`src/rtl/simd_alu_pkg.sv`:
```
package simd_alu_pkg;

    typedef enum logic [1:0] {
        OP_ADD = 2'd0,
        OP_SUB = 2'd1,
        OP_LT  = 2'd2,
        OP_EQ  = 2'd3
    } alu_op_e;

    typedef struct packed {
        logic wide;
        logic is_unsigned;
    } elem_kind_t;

    typedef enum logic {
        ST_IDLE = 1'b0,
        ST_EMIT = 1'b1
    } emit_state_e;

endpackage

```
`src/rtl/simd_spec_decode.sv`:
```
module simd_spec_decode
    import simd_alu_pkg::*;
(
    input  logic [4:0] spec,
    output elem_kind_t kind
);
    logic spec_idx_unused;

    // bit 4 picks the bank (element width), bit 3 the half of the bank
    assign kind.wide        = spec[4];
    assign kind.is_unsigned = spec[3];
    assign spec_idx_unused  = ^spec[2:0];
endmodule

```
`src/rtl/simd_lane_op.sv`:
```
module simd_lane_op
    import simd_alu_pkg::*;
#(
    parameter int EW = 8
) (
    input  alu_op_e       op,
    input  logic          is_unsigned,
    input  logic [EW-1:0] a,
    input  logic [EW-1:0] b,
    output logic [EW-1:0] r
);
    logic [EW-1:0] sum;
    logic [EW-1:0] diff;
    logic          a_ext;
    logic          b_ext;
    logic          less;

    assign sum   = a + b;
    assign diff  = a - b;
    assign a_ext = ~is_unsigned & a[EW-1];
    assign b_ext = ~is_unsigned & b[EW-1];
    assign less  = $signed({a_ext, a}) < $signed({b_ext, b});

    always_comb begin
        unique case (op)
            OP_ADD:  r = sum;
            OP_SUB:  r = diff;
            OP_LT:   r = {EW{less}};
            OP_EQ:   r = {EW{a == b}};
            default: r = '0;
        endcase
    end

    // compare results are full lane masks
    always_comb begin
        if (op == OP_LT || op == OP_EQ) begin
            p_cmp_mask_r5: assert (r == '0 || r == '1)
                else $error("compare lane not a full mask");
        end
    end
endmodule

```
`src/rtl/simd_lane_array.sv`:
```
module simd_lane_array
    import simd_alu_pkg::*;
#(
    parameter int XLEN = 32,
    parameter int EW   = 8,
    parameter int MVL  = XLEN / 16,
    parameter int VLW  = $clog2(MVL + 1)
) (
    input  alu_op_e         op,
    input  logic            is_unsigned,
    input  logic [VLW-1:0]  vl,
    input  logic [XLEN-1:0] a,
    input  logic [XLEN-1:0] b,
    output logic [XLEN-1:0] r
);
    localparam int NLANE = XLEN / EW;

    for (genvar i = 0; i < NLANE; i++) begin : g_lane
        logic [EW-1:0] raw;
        logic          keep;

        simd_lane_op #(.EW(EW)) i_op (
            .op          (op),
            .is_unsigned (is_unsigned),
            .a           (a[i*EW +: EW]),
            .b           (b[i*EW +: EW]),
            .r           (raw)
        );

        if (i < MVL) begin : g_tail_zero
            assign keep = (32'(vl) > i);
        end else begin : g_beyond_mvl
            assign keep = 1'b1;
        end

        assign r[i*EW +: EW] = keep ? raw : '0;
    end
endmodule

```
`src/rtl/simd_lane_alu.sv`:
```
module simd_lane_alu
    import simd_alu_pkg::*;
#(
    parameter int XLEN = 32,
    parameter int MVL  = XLEN / 16,
    parameter int VLW  = $clog2(MVL + 1)
) (
    input  logic            clk,
    input  logic            rst_n,
    input  logic            in_valid,
    input  logic [1:0]      op,
    input  logic [4:0]      dst_spec,
    input  logic [4:0]      src1_spec,
    input  logic [4:0]      src2_spec,
    input  logic [XLEN-1:0] src1_data,
    input  logic [XLEN-1:0] src2_data,
    input  logic [VLW-1:0]  vl,
    output logic            out_valid,
    output logic [XLEN-1:0] out_data
);
    elem_kind_t      kind;
    alu_op_e         op_e;
    logic [XLEN-1:0] opnd_a;
    logic [XLEN-1:0] opnd_b;
    logic [XLEN-1:0] res_b8;
    logic [XLEN-1:0] res_b16;
    logic [XLEN-1:0] res_sel;
    emit_state_e     state_q;
    emit_state_e     state_d;
    logic [XLEN-1:0] data_q;

    assign op_e = alu_op_e'(op);

    simd_spec_decode i_dec (
        .spec (dst_spec),
        .kind (kind)
    );

    // specifier 0 is the hardwired-zero register
    assign opnd_a = (src1_spec == 5'd0) ? '0 : src1_data;
    assign opnd_b = (src2_spec == 5'd0) ? '0 : src2_data;

    simd_lane_array #(.XLEN(XLEN), .EW(8), .MVL(MVL), .VLW(VLW)) i_arr8 (
        .op          (op_e),
        .is_unsigned (kind.is_unsigned),
        .vl          (vl),
        .a           (opnd_a),
        .b           (opnd_b),
        .r           (res_b8)
    );

    simd_lane_array #(.XLEN(XLEN), .EW(16), .MVL(MVL), .VLW(VLW)) i_arr16 (
        .op          (op_e),
        .is_unsigned (kind.is_unsigned),
        .vl          (vl),
        .a           (opnd_a),
        .b           (opnd_b),
        .r           (res_b16)
    );

    assign res_sel = kind.wide ? res_b16 : res_b8;

    // next-state logic
    always_comb begin
        state_d = state_q;
        unique case (state_q)
            ST_IDLE: if (in_valid)  state_d = ST_EMIT;   // accept
            ST_EMIT: if (!in_valid) state_d = ST_IDLE;   // drain (else stream)
            default: state_d = ST_IDLE;
        endcase
    end

    // state register
    always_ff @(posedge clk) begin
        if (!rst_n) state_q <= ST_IDLE;
        else        state_q <= state_d;
    end

    // outputs
    always_ff @(posedge clk) begin
        if (!rst_n)        data_q <= '0;
        else if (in_valid) data_q <= res_sel;
    end

    assign out_valid = (state_q == ST_EMIT);
    assign out_data  = data_q;

    p_latency_r10: assert property (@(posedge clk) disable iff (!rst_n)
        in_valid |=> out_valid);

    p_drain_r10: assert property (@(posedge clk) disable iff (!rst_n)
        !in_valid |=> !out_valid);

    p_zero_regs_r9: assert property (@(posedge clk) disable iff (!rst_n)
        (in_valid && src1_spec == 5'd0 && src2_spec == 5'd0 && op == 2'd3
         && 32'(vl) >= MVL) |=> (out_data == '1));

    for (genvar i = 0; i < MVL; i++) begin : g_chk
        p_tail8_r7: assert property (@(posedge clk) disable iff (!rst_n)
            (in_valid && !dst_spec[4] && 32'(vl) <= i) |=> (out_data[i*8 +: 8] == 8'd0));
        p_tail16_r7: assert property (@(posedge clk) disable iff (!rst_n)
            (in_valid && dst_spec[4] && 32'(vl) <= i) |=> (out_data[i*16 +: 16] == 16'd0));
    end
endmodule

```
`config.mk`:
```
export PLATFORM = sky130hd
export DESIGN_NAME = simd_lane_alu
export DESIGN_NICKNAME = d
export VERILOG_FILES = /design/src/rtl/simd_alu_pkg.sv /design/src/rtl/simd_spec_decode.sv /design/src/rtl/simd_lane_op.sv /design/src/rtl/simd_lane_array.sv /design/src/rtl/simd_lane_alu.sv
export SDC_FILE = /design/constraint.sdc
export NUM_CORES = 1
export LEC_CHECK = 0
export CAP_MARGIN = 20
export CORE_MARGIN = 8
export CORE_UTILIZATION = 55
export CTS_BUF_LIST = sky130_fd_sc_hd__clkbuf_4
export DETAILED_ROUTE_END_ITERATION = 8
export DONT_BUFFER_PORTS = 1
export HOLD_SLACK_MARGIN = 0.06
export PLACE_DENSITY = 0.73
export SLEW_MARGIN = 30
export SYNTH_ARGS = -nofsm -noshare
export SYNTH_HDL_FRONTEND = slang
export SYNTH_HIERARCHICAL = 1
export SYNTH_SLANG_ARGS = --single-unit
```
`constraint.sdc`:
```
create_clock -name clk -period 3.4 [get_ports clk]
set_input_delay 0.34 -clock clk [delete_from_list [all_inputs] [get_ports clk]]
set_output_delay 0.34 -clock clk [all_outputs]
set_load 0.02 [all_outputs]
```
-- Word level (Yosys, flattened, before mapping)
Index checks and enable logic that the tools add are counted.
- register bits after elaboration: 33
- input port bits: 86
- add/sub/neg operators: 12
- $lt $le $gt $ge: 8
- equal/unequal tests: 9
- multiplexer cells: 14
- bitwise gates (word level): 9
- reductions and logical operators: 3
- operators with widths (operator ; count):
    16-bit one-hot mux with 4 select lines ; 2
    8-bit one-hot mux with 4 select lines ; 4
    32-bit 2-to-1 mux ; 3
    9-bit less-than comparator ; 4
    17-bit less-than comparator ; 2
    16-bit adder ; 2
    8-bit adder ; 4
    16-bit == test ; 2
    8-bit == test ; 4
    16-bit 2-to-1 mux ; 2
    16-bit subtractor ; 2
    8-bit subtractor ; 4
    8-bit 2-to-1 mux ; 2
    5-bit logical NOT ; 2
    1-bit AND ; 8
    2-bit == test, second input constant ; 2
    2-bit by 1-bit > comparator with 1-bit output, second input constant ; 2
    2-bit by 1-bit == test with 1-bit output, second input constant ; 1
    2-bit logical NOT ; 1
    1-bit 2-to-1 mux ; 1
    1-bit inverter ; 1

-- Logic depth before layout (Yosys ltp)
Gate-level depths: netlist of the first run.
- depth after elaboration: 7
- depth in mapped cells: 17

-- Hierarchy
Netlist of the first run, hierarchy kept.
- by module, submodules not included (module ; instances ; cells an instance ; area each (um^2) ; seq. area each (um^2)):
    simd_lane_op at i_arr8.g_lane[0].i_op ... ; 3 ; 115 ; 835.8 ; 0.0
    simd_lane_alu ; 1 ; 224 ; 2030.7 ; 660.6
    simd_lane_op at i_arr16.g_lane[0].i_op ; 1 ; 285 ; 1949.4 ; 0.0
    simd_lane_op at i_arr16.g_lane[1].i_op ; 1 ; 260 ; 1755.4 ; 0.0
    simd_lane_op at i_arr8.g_lane[2].i_op ; 1 ; 114 ; 837.1 ; 0.0
    simd_lane_array at i_arr16 ; 1 ; 37 ; 260.2 ; 0.0
    simd_lane_array at i_arr8 ; 1 ; 18 ; 131.4 ; 0.0
    simd_spec_decode ; 1 ; 2 ; 15.0 ; 0.0

-- Worst setup path before layout of the first run
No wires, ideal clock.
- path type: input to register
- start: input port src2_spec[0]
- end: register data_q[14] (netlist: out_data[14])
- setup time: 0.070 ns
- arrival: 3.154 ns
- path slack: 0.176 ns
- cell stages on the path: 13
- cells stage by stage: nor4_4 -> a21boi_0 -> ha_1 -> fa_1 -> and2b_1 -> o31a_1 -> o21ai_1 -> o311a_1 -> or4_1 -> nand3_2 -> o21a_1 -> mux2i_1 -> a21oi_1
- RTL lines (what ; line ; RTL):
    start: declaration ; simd_lane_alu.sv:14 ; input logic [4:0] src2_spec,
    5-bit logical NOT (*) ; simd_lane_alu.sv:41 ; assign opnd_b = (src2_spec == 5'd0) ? '0 : src2_data;
    32-bit 2-to-1 mux (*) ; simd_lane_alu.sv:41 ;
    net opnd_b[0] ; simd_lane_alu.sv:24 ; logic [XLEN-1:0] opnd_b;
    16-bit subtractor, or another cell as far along ; simd_lane_op.sv:19 ; assign diff = a - b;
    16-bit one-hot mux with 4 select lines (*) ; simd_lane_op.sv:25 ; unique case (op)
    net i_arr16.g_lane[0].raw[14] ; simd_lane_array.sv:19 ; logic [EW-1:0] raw;
    16-bit 2-to-1 mux (*) ; simd_lane_array.sv:36 ; assign r[i*EW +: EW] = keep ? raw : '0;
    net res_b16[14] ; simd_lane_alu.sv:26 ; logic [XLEN-1:0] res_b16;
    32-bit 2-to-1 mux (*) ; simd_lane_alu.sv:61 ; assign res_sel = kind.wide ? res_b16 : res_b8;
    end signal: assignment ; simd_lane_alu.sv:82 ; else if (in_valid) data_q <= res_sel;
    end: declaration ; simd_lane_alu.sv:30 ; logic [XLEN-1:0] data_q;
Mark *: on every way through the listed nets, which the timed path passes. The rest lies on a longest branch.
A chain may end at the register's enable or synchronous reset.

-- Worst setup path in the final report of the first run
- start: input port src1_spec[1]
- end: register data_q[31] (netlist: out_data[31])
- RTL lines (what ; line ; RTL):
    start: declaration ; simd_lane_alu.sv:13 ; input logic [4:0] src1_spec,
    5-bit logical NOT (*) ; simd_lane_alu.sv:40 ; assign opnd_a = (src1_spec == 5'd0) ? '0 : src1_data;
    32-bit 2-to-1 mux (*) ; simd_lane_alu.sv:40 ;
    net opnd_a[26] ; simd_lane_alu.sv:23 ; logic [XLEN-1:0] opnd_a;
    16-bit subtractor, or another cell as far along ; simd_lane_op.sv:19 ;
    16-bit one-hot mux with 4 select lines (*) ; simd_lane_op.sv:25 ;
    net i_arr16.g_lane[1].raw[15] ; simd_lane_array.sv:19 ;
    16-bit 2-to-1 mux (*) ; simd_lane_array.sv:36 ;
    net res_b16[31] ; simd_lane_alu.sv:26 ;
    32-bit 2-to-1 mux (*) ; simd_lane_alu.sv:61 ;
Marked as above.

==> results of run 1 <==
==> final cells by class <==
cell class	instances	area [sq um]
fillers	1652	6719
inverters	123	461.7
diodes	4	10.01
clock buffers	5	37.54
clock inverters	2	11.26
multi-input cells	1047	7864
well taps	225	281.5
repair buffers	124	1011
flip-flops and latches	33	660.6
==> worst max-delay path: cells and delay by family <==
family	cells	cell delay, ps
AO/OA/AOI/OAI	8	1320
buffers and inverters	3	760
adder cells (fa/ha/maj)	1	340
multiplexers	1	220
AND/OR/NAND/NOR	1	180
XOR/XNOR	1	170
==> metrics by stage <==
stage / power, mW / hold WS [ps] / utilization / cell area, sq um / setup slack [ps]
4_1_cts: 2.366 / 60.84 / 0.6055 / 10330 / 342.9
3_5_place_dp: 2.111 / 436.3 / 0.6003 / 10240 / -44.42
2_1_floorplan: 1.735 / 478.4 / - / 9487 / 176.2
6_report: 2.386 / 81.19 / 0.6061 / 10340 / 307.1
5_1_grt: 2.574 / 73.68 / 0.6061 / 10340 / 65.22
3_3_place_gp: 2.082 / 436.1 / 0.6003 / 10240 / 36.17
==> logic make-up after synthesis <==
group,synth area share
AOI/OAI and AO/OA,0.3599
xor gates and xnor gates,0.03601
adders and majority gates,0.1862
buffers and inverters,0.1014
DFF,0.06964
muxes,0.04366
and+or+nand+nor,0.2031
==> worst paths after layout <==
check                         endpoint  cells after the start
min          out_data[20]$_SDFFE_PN0P_                      1
max          out_data[31]$_SDFFE_PN0P_                     15
max reg2reg  out_data[28]$_SDFFE_PN0P_                      2
min reg2reg  out_data[11]$_SDFFE_PN0P_                      2
==> flip-flops by register name, indices dropped and copies added, names as in the netlist <==
register and count:
out_valid 1, out_data 32
==> synthesized netlist by cell type (19+ instances only) <==
cell and instances:
buf_2 27, nor2b_1 27, a21oi_1 82, a21boi_1 54, ha_1 122, dfxtp_1 33
nand3_1 24, xnor2_1 29, o21ai_0 103, nand2b_1 20, o21a_1 36, inv_1 122
nor3_1 28, o31ai_1 19, clkbuf_1 19, nor2_1 86, nand2_1 40, and2_1 22
mux2i_1 38
==> power breakdown <==
group | total, mW | switching, mW | internal, mW
Clock | 0.239 | 0.165 | 0.0744
Combinational | 1.66 | 0.890 | 0.771
Sequential | 0.485 | 0.0667 | 0.419
==> routing by layer <==
metal  up-vias  routed length, microns  GRT usage
met2       372                   14130     0.4528
li1       4785                       -          -
met3        63                    1727    0.03107
met4         2                     886     0.1030
met5         -                      13          0
met1      4571                   12800     0.3302
==> layout by cell type, fill, tap and decap left out, types with 7 or more instances in the layout <==
cell and count:
a21o_1 17, xnor2_1 29, o41ai_1 10, and2_1 22, a21oi_1 82, nor3_1 28, a221oi_1 9, nand3_1 24
mux2i_1 38, ha_1 122, o21bai_1 9, a211oi_1 9, nand4_1 8, or4_1 7, nor2_1 86, o22ai_1 13
fa_1 12, o21a_1 36, or2_2 11, a22oi_1 11, dfxtp_1 33, nor2b_1 27, o211ai_1 14, a31oi_1 13
nand2b_1 20, nand2_1 40, xor2_1 10, a21boi_1 54, or2b_2 9, o21ai_0 103, o31ai_1 19, or3_1 14
buf_4 116, inv_1 122
==> metrics.md, run 1 <==
| Metric | Value |
|---|---|
| Yosys warns | `6` |
| Core region area | `between 0.015 and 0.02 sq mm` |
| RSZ-0062 raised after global routing | `false` |
| Slew Viols, Final | `0` |
| Peak supply drop | `between 0.1 and 0.15 mV` |
| Row count | `48` |
| CP startpoint kind | `primary input` |
| Crit path from | `src1_spec[1]` |
| Crit-path cells | `inv_1, buf_4, a21boi_1, ha_1, buf_4, a211oi_1, o21ai_0, a2bb2oi_1, o21ai_2, a32oi_1, xor2_1, o21ai_0, and2_1, mux2i_1, a21oi_1` |
| R2r setup slk | `2570 ps` |
| Cell Count, Final, Fillers Out | `~1600` |
| First-pass GRT wire length | `47840 microns` |
| Top FF cell, synth | `dfxtp_1` |
| Dpl hpwl | `22840 microns` |
| Post-CTS setup buffers | `0` |
| Slowest CP cell | `ha_1` |
| Area contributors post-synth | `ha_1 16%, dfxtp_1 7.0%, o21ai_0 5.4%` |
| Via count | `a little under 10000` |
| DR DRC count | `0` |
| ANT nets after route | `0` |
| Mapped Area | `0.009487 sq mm` |
| Synthesis-stage register bit count | `33` |
| Post-CTS Resized | `0` |
| CTS sink count | `33` |
| Initial Util | `0.5562` |
| Die Area | `approximately 0.022 sq mm` |
| Crit path time final | `3093 ps` |
| Worst-Margin Slew | `a little under 700 ps` |
| Post-synth cell types | `91` |
| Worst EP arrival | `3350 ps` |
| Clk Latency, worst-skew pair | `approximately 360 ps` |
| Worst Setup Path Type | `primary input to flip-flop` |
| Number of port buffers | `0` |
| Average cell area after synthesis | `roughly 7.4 sq um` |
| Mapped Cells | `about 1300` |
| Largest stage delay, worst path | `340 ps` |
| Hold crit path type | `primary input to flip-flop` |
| Outcome | `finished, final reports clean` |
| Yosys top cell by area | `ha_1` |
| Skew final | `0 ps` |
| Die height | `147.3 microns` |
| Setup TNS | `0 ps` |
| Total congestion overflow | `0` |
| Via-to-Cell Ratio | `6.266` |
| Worst-path clk slew | `110 ps` |
| GR Util All Layers | `0.2641` |
| WL final | `29560 microns` |
| Relative slew slack | `0.5440` |
| CTS tree | `yes` |
| Worst EP required | `3650 ps` |
| Longest Clk Path Bufs | `2` |
| Start point of the worst hold path | `in_valid` |
| Vias in the first global route | `9371` |
| FF-to-FF Start | `out_data[28]$_SDFFE_PN0P_` |
| Initial antenna violation count | `5` |
| Highest Clock Rate | `323.3 MHz` |
| Placed insts | `1549` |
| Hold Fails Final Rpt | `0` |
| Mapped Nets | `1505` |
| Nets | `1554` |
| CTS buffer count | `5` |
| Worst-path fanout max | `14` |
| Max-cap viol count | `0` |
| P_leak | `4.702 nW` |
| Cell Pwr Density | `between 200 and 250 mW/mm^2` |
| Critical Path Sink Type | `flip-flop` |
| Pin count of the biggest net entering global routing | `159` |
| Tcrit/Tclk final | `0.9097` |
| Post-synth EDFFs | `0` |
| Yosys top cell area share | `0.1609` |
| GP Congestion | `between 0.9 and 1` |
| Sequential area share after synthesis | `0.06964` |
| IO Count | `119` |
| Final setup fails | `0` |
| Area Overhead vs Synth | `8.968%` |
| CTS hold repair buffers | `3` |
| Drt pass-1 iters | `5` |
| WL/cell | `18.91 microns` |
| Iter 0 DRT Violations | `roughly 720` |
| CTS root buf | `clkbuf_4` |
| Die Wd | `147.3 microns` |
| Fraction of layout cells with a size suffix above 1 | `0.1522` |
| Async set or reset register ratio after synthesis | `0` |
| # H-tree levels | `2` |
(Power assumes the default switching activity.)
==> inputs of run 2 (changes only) <==
--- a/config.mk
+++ b/config.mk
@@ -11,6 +11,7 @@
 export CTS_BUF_LIST = sky130_fd_sc_hd__clkbuf_4
 export DETAILED_ROUTE_END_ITERATION = 8
 export DONT_BUFFER_PORTS = 1
+export GPL_TIMING_DRIVEN = 0
 export HOLD_SLACK_MARGIN = 0.06
 export PLACE_DENSITY = 0.73
 export SLEW_MARGIN = 30
==> metrics.md, run 2 (synthesized netlist as in run 1, its figures left out) <==
| Metric | Value |
|---|---|
| CTS root buf | `clkbuf_4` |
| Hold crit path type | `primary input to flip-flop` |
| Die height | `around 150 microns` |
| Clk Latency, worst-skew pair | `360 ps` |
| GR Util All Layers | `0.2642` |
| Worst EP required | `~3700 ps` |
| CP startpoint kind | `primary input` |
| Worst Setup Path Type | `primary input to flip-flop` |
| Initial antenna violation count | `4` |
| Final setup fails | `0` |
| Worst-path clk slew | `between 100 and 150 ps` |
| Number of port buffers | `0` |
| CTS sink count | `33` |
| IO Count | `between 100 and 150` |
| # fillers | `between 1500 and 2000` |
| Commonest cells after routing, fill and taps aside | `122 x inv_1, 122 x ha_1, 103 x o21ai_0` |
| Core region area | `between 0.015 and 0.02 sq mm` |
| Worst-path fanout max | `4` |
| P_leak | `approximately 4.5 nW` |
| Die Wd | `147.3 microns` |
| Tot Pwr | `2.383 mW` |
| Max-cap viol count | `0` |
| Relative slew slack | `0.5570` |
| WL/cell | `roughly 20 microns` |
| Iter 0 DRT Violations | `822` |
| Vias in the first global route | `9175` |
| Initial Util | `0.5562` |
| Via-to-Cell Ratio | `6.390` |
| Crit path time final | `3330 ps` |
| Cell Pwr Density | `approximately 240 mW/mm^2` |
| Critical Path Sink Type | `flip-flop` |
| Worst-Margin Slew | `around 660 ps` |
| CTS buffer count | `5` |
| Slew Viols, Final | `0` |
| Skew final | `0 ps` |
| CTS hold repair buffers | `0` |
| RSZ-0062 raised after global routing | `true` |
| Number of flip-flops in the largest register | `32` |
| Nets | `1522` |
| GP Congestion | `between 0.9 and 1` |
| Via count | `9790` |
| DR DRC count | `0` |
| Tcrit/Tclk final | `0.9794` |
| CTS tree | `yes` |
| Highest Clock Rate | `300.3 MHz` |
| Final Hold Slack | `112.6 ps` |
| WL final | `30120 microns` |
| Peak supply drop | `0.1246 mV` |
| Worst EP arrival | `3610 ps` |
| Register area | `between 600 and 700 sq um` |
| Row count | `48` |
| First-pass GRT wire length | `47330 microns` |
| Drt pass-1 iters | `8` |
| Area Overhead vs Synth | `5.711%` |
| Dpl hpwl | `between 20000 and 25000 microns` |
| Multi-input logic area | `0.007968 sq mm` |
| Hold Fails Final Rpt | `0` |
| Total congestion overflow | `0` |
| Longest Clk Path Bufs | `2` |
| Die Area | `0.02171 sq mm` |
| Pin count of the biggest net entering global routing | `36` |
| # H-tree levels | `2` |
| Fraction of layout cells with a size suffix above 1 | `0.1320` |
| ANT nets after route | `0` |
| Outcome | `finished, final reports clean` |
-- run 2: changes by cell type in the layout (fill, tap and decap cells not counted), moves of 3 or more --
cell / delta
buf_4: -99
buf_2: +30
clkbuf_1: +18
buf_6: +15
a21boi_1: -14
a21boi_2: +10
buf_12: -6
clkbuf_4: +6
a21boi_4: +4
buf_1: +3
clkbuf_2: +3
-- run 2: layer usage --
metal	GRT usage	up-vias	wire length (microns)
met1	0.3288	4628	12680
met4	0.09383	4	864
li1	-	4717	-
met3	0.04737	61	2287
met2	0.4468	380	14260
met5	0	-	23
-- run 2: repair_timing --
action                                  4_1_cts  5_1_grt
endpoints found under the setup margin       26       31
buffers inserted                              0       10
resized for setup                             7       29
pin swaps                                     0        6
endpoints found under the hold margin         0        0
-- run 2: area by class of cell --
type | count | share of cell area
inverter | 123 | 0.04604
timing repair buffer | 10 | 0.007486
sequential | 33 | 0.06588
clock buffer | 6 | 0.004492
buffer | 82 | 0.05153
multi-input combinational | 1047 | 0.7945
clock inverter | 2 | 0.0009981
tap | 225 | 0.02807
antenna | 4 | 0.0009981
-- run 2: critical path, cell delays in order --
cell and delay [ps]:
nor4_4 350, buf_4 190, a21boi_0 200, ha_1 290, fa_1 370, and2b_1 240, o31a_1 220, o21ai_1 150
o311a_1 340, or4_1 490, nand3_2 90, o21a_1 120, mux2i_1 70, a21oi_1 150
-- run 2: metrics by stage --
| step | setup TNS, ps | worst slack (ps) | utilization | cells | instance area [sq um] |
|---|---|---|---|---|---|
| 2_1_floorplan | 0 | 176.2 | - | 1285 | 9487 |
| 3_3_place_gp | -12450 | -503.9 | 0.5727 | 1510 | 9768 |
| 3_5_place_dp | -13600 | -515.9 | 0.5727 | 1510 | 9768 |
| 4_1_cts | -43.23 | -43.23 | 0.5766 | 1518 | 9834 |
| 5_1_grt | -96.22 | -46.08 | 0.5877 | 1530 | 10020 |
| 6_report | 0 | 69.87 | 0.5880 | 1532 | 10030 |
-- run 2: power breakdown --
group	internal [mW]	switching, mW	total, mW
Clock	0.0867	0.144	0.231
Sequential	0.419	0.0693	0.488
Combinational	0.692	0.972	1.66
-- run 2: path summary, 6_finish.rpt --
path | startpoint | to | slack, ps | cells after the start
max | src2_spec[4] | out_data[14]$_SDFFE_PN0P_ | 70 | 14
min | rst_n | out_data[26]$_SDFFE_PN0P_ | 110 | 2
max reg2reg | out_data[25]$_SDFFE_PN0P_ | out_data[25]$_SDFFE_PN0P_ | 2480 | 2
min reg2reg | out_data[27]$_SDFFE_PN0P_ | out_data[27]$_SDFFE_PN0P_ | 640 | 2
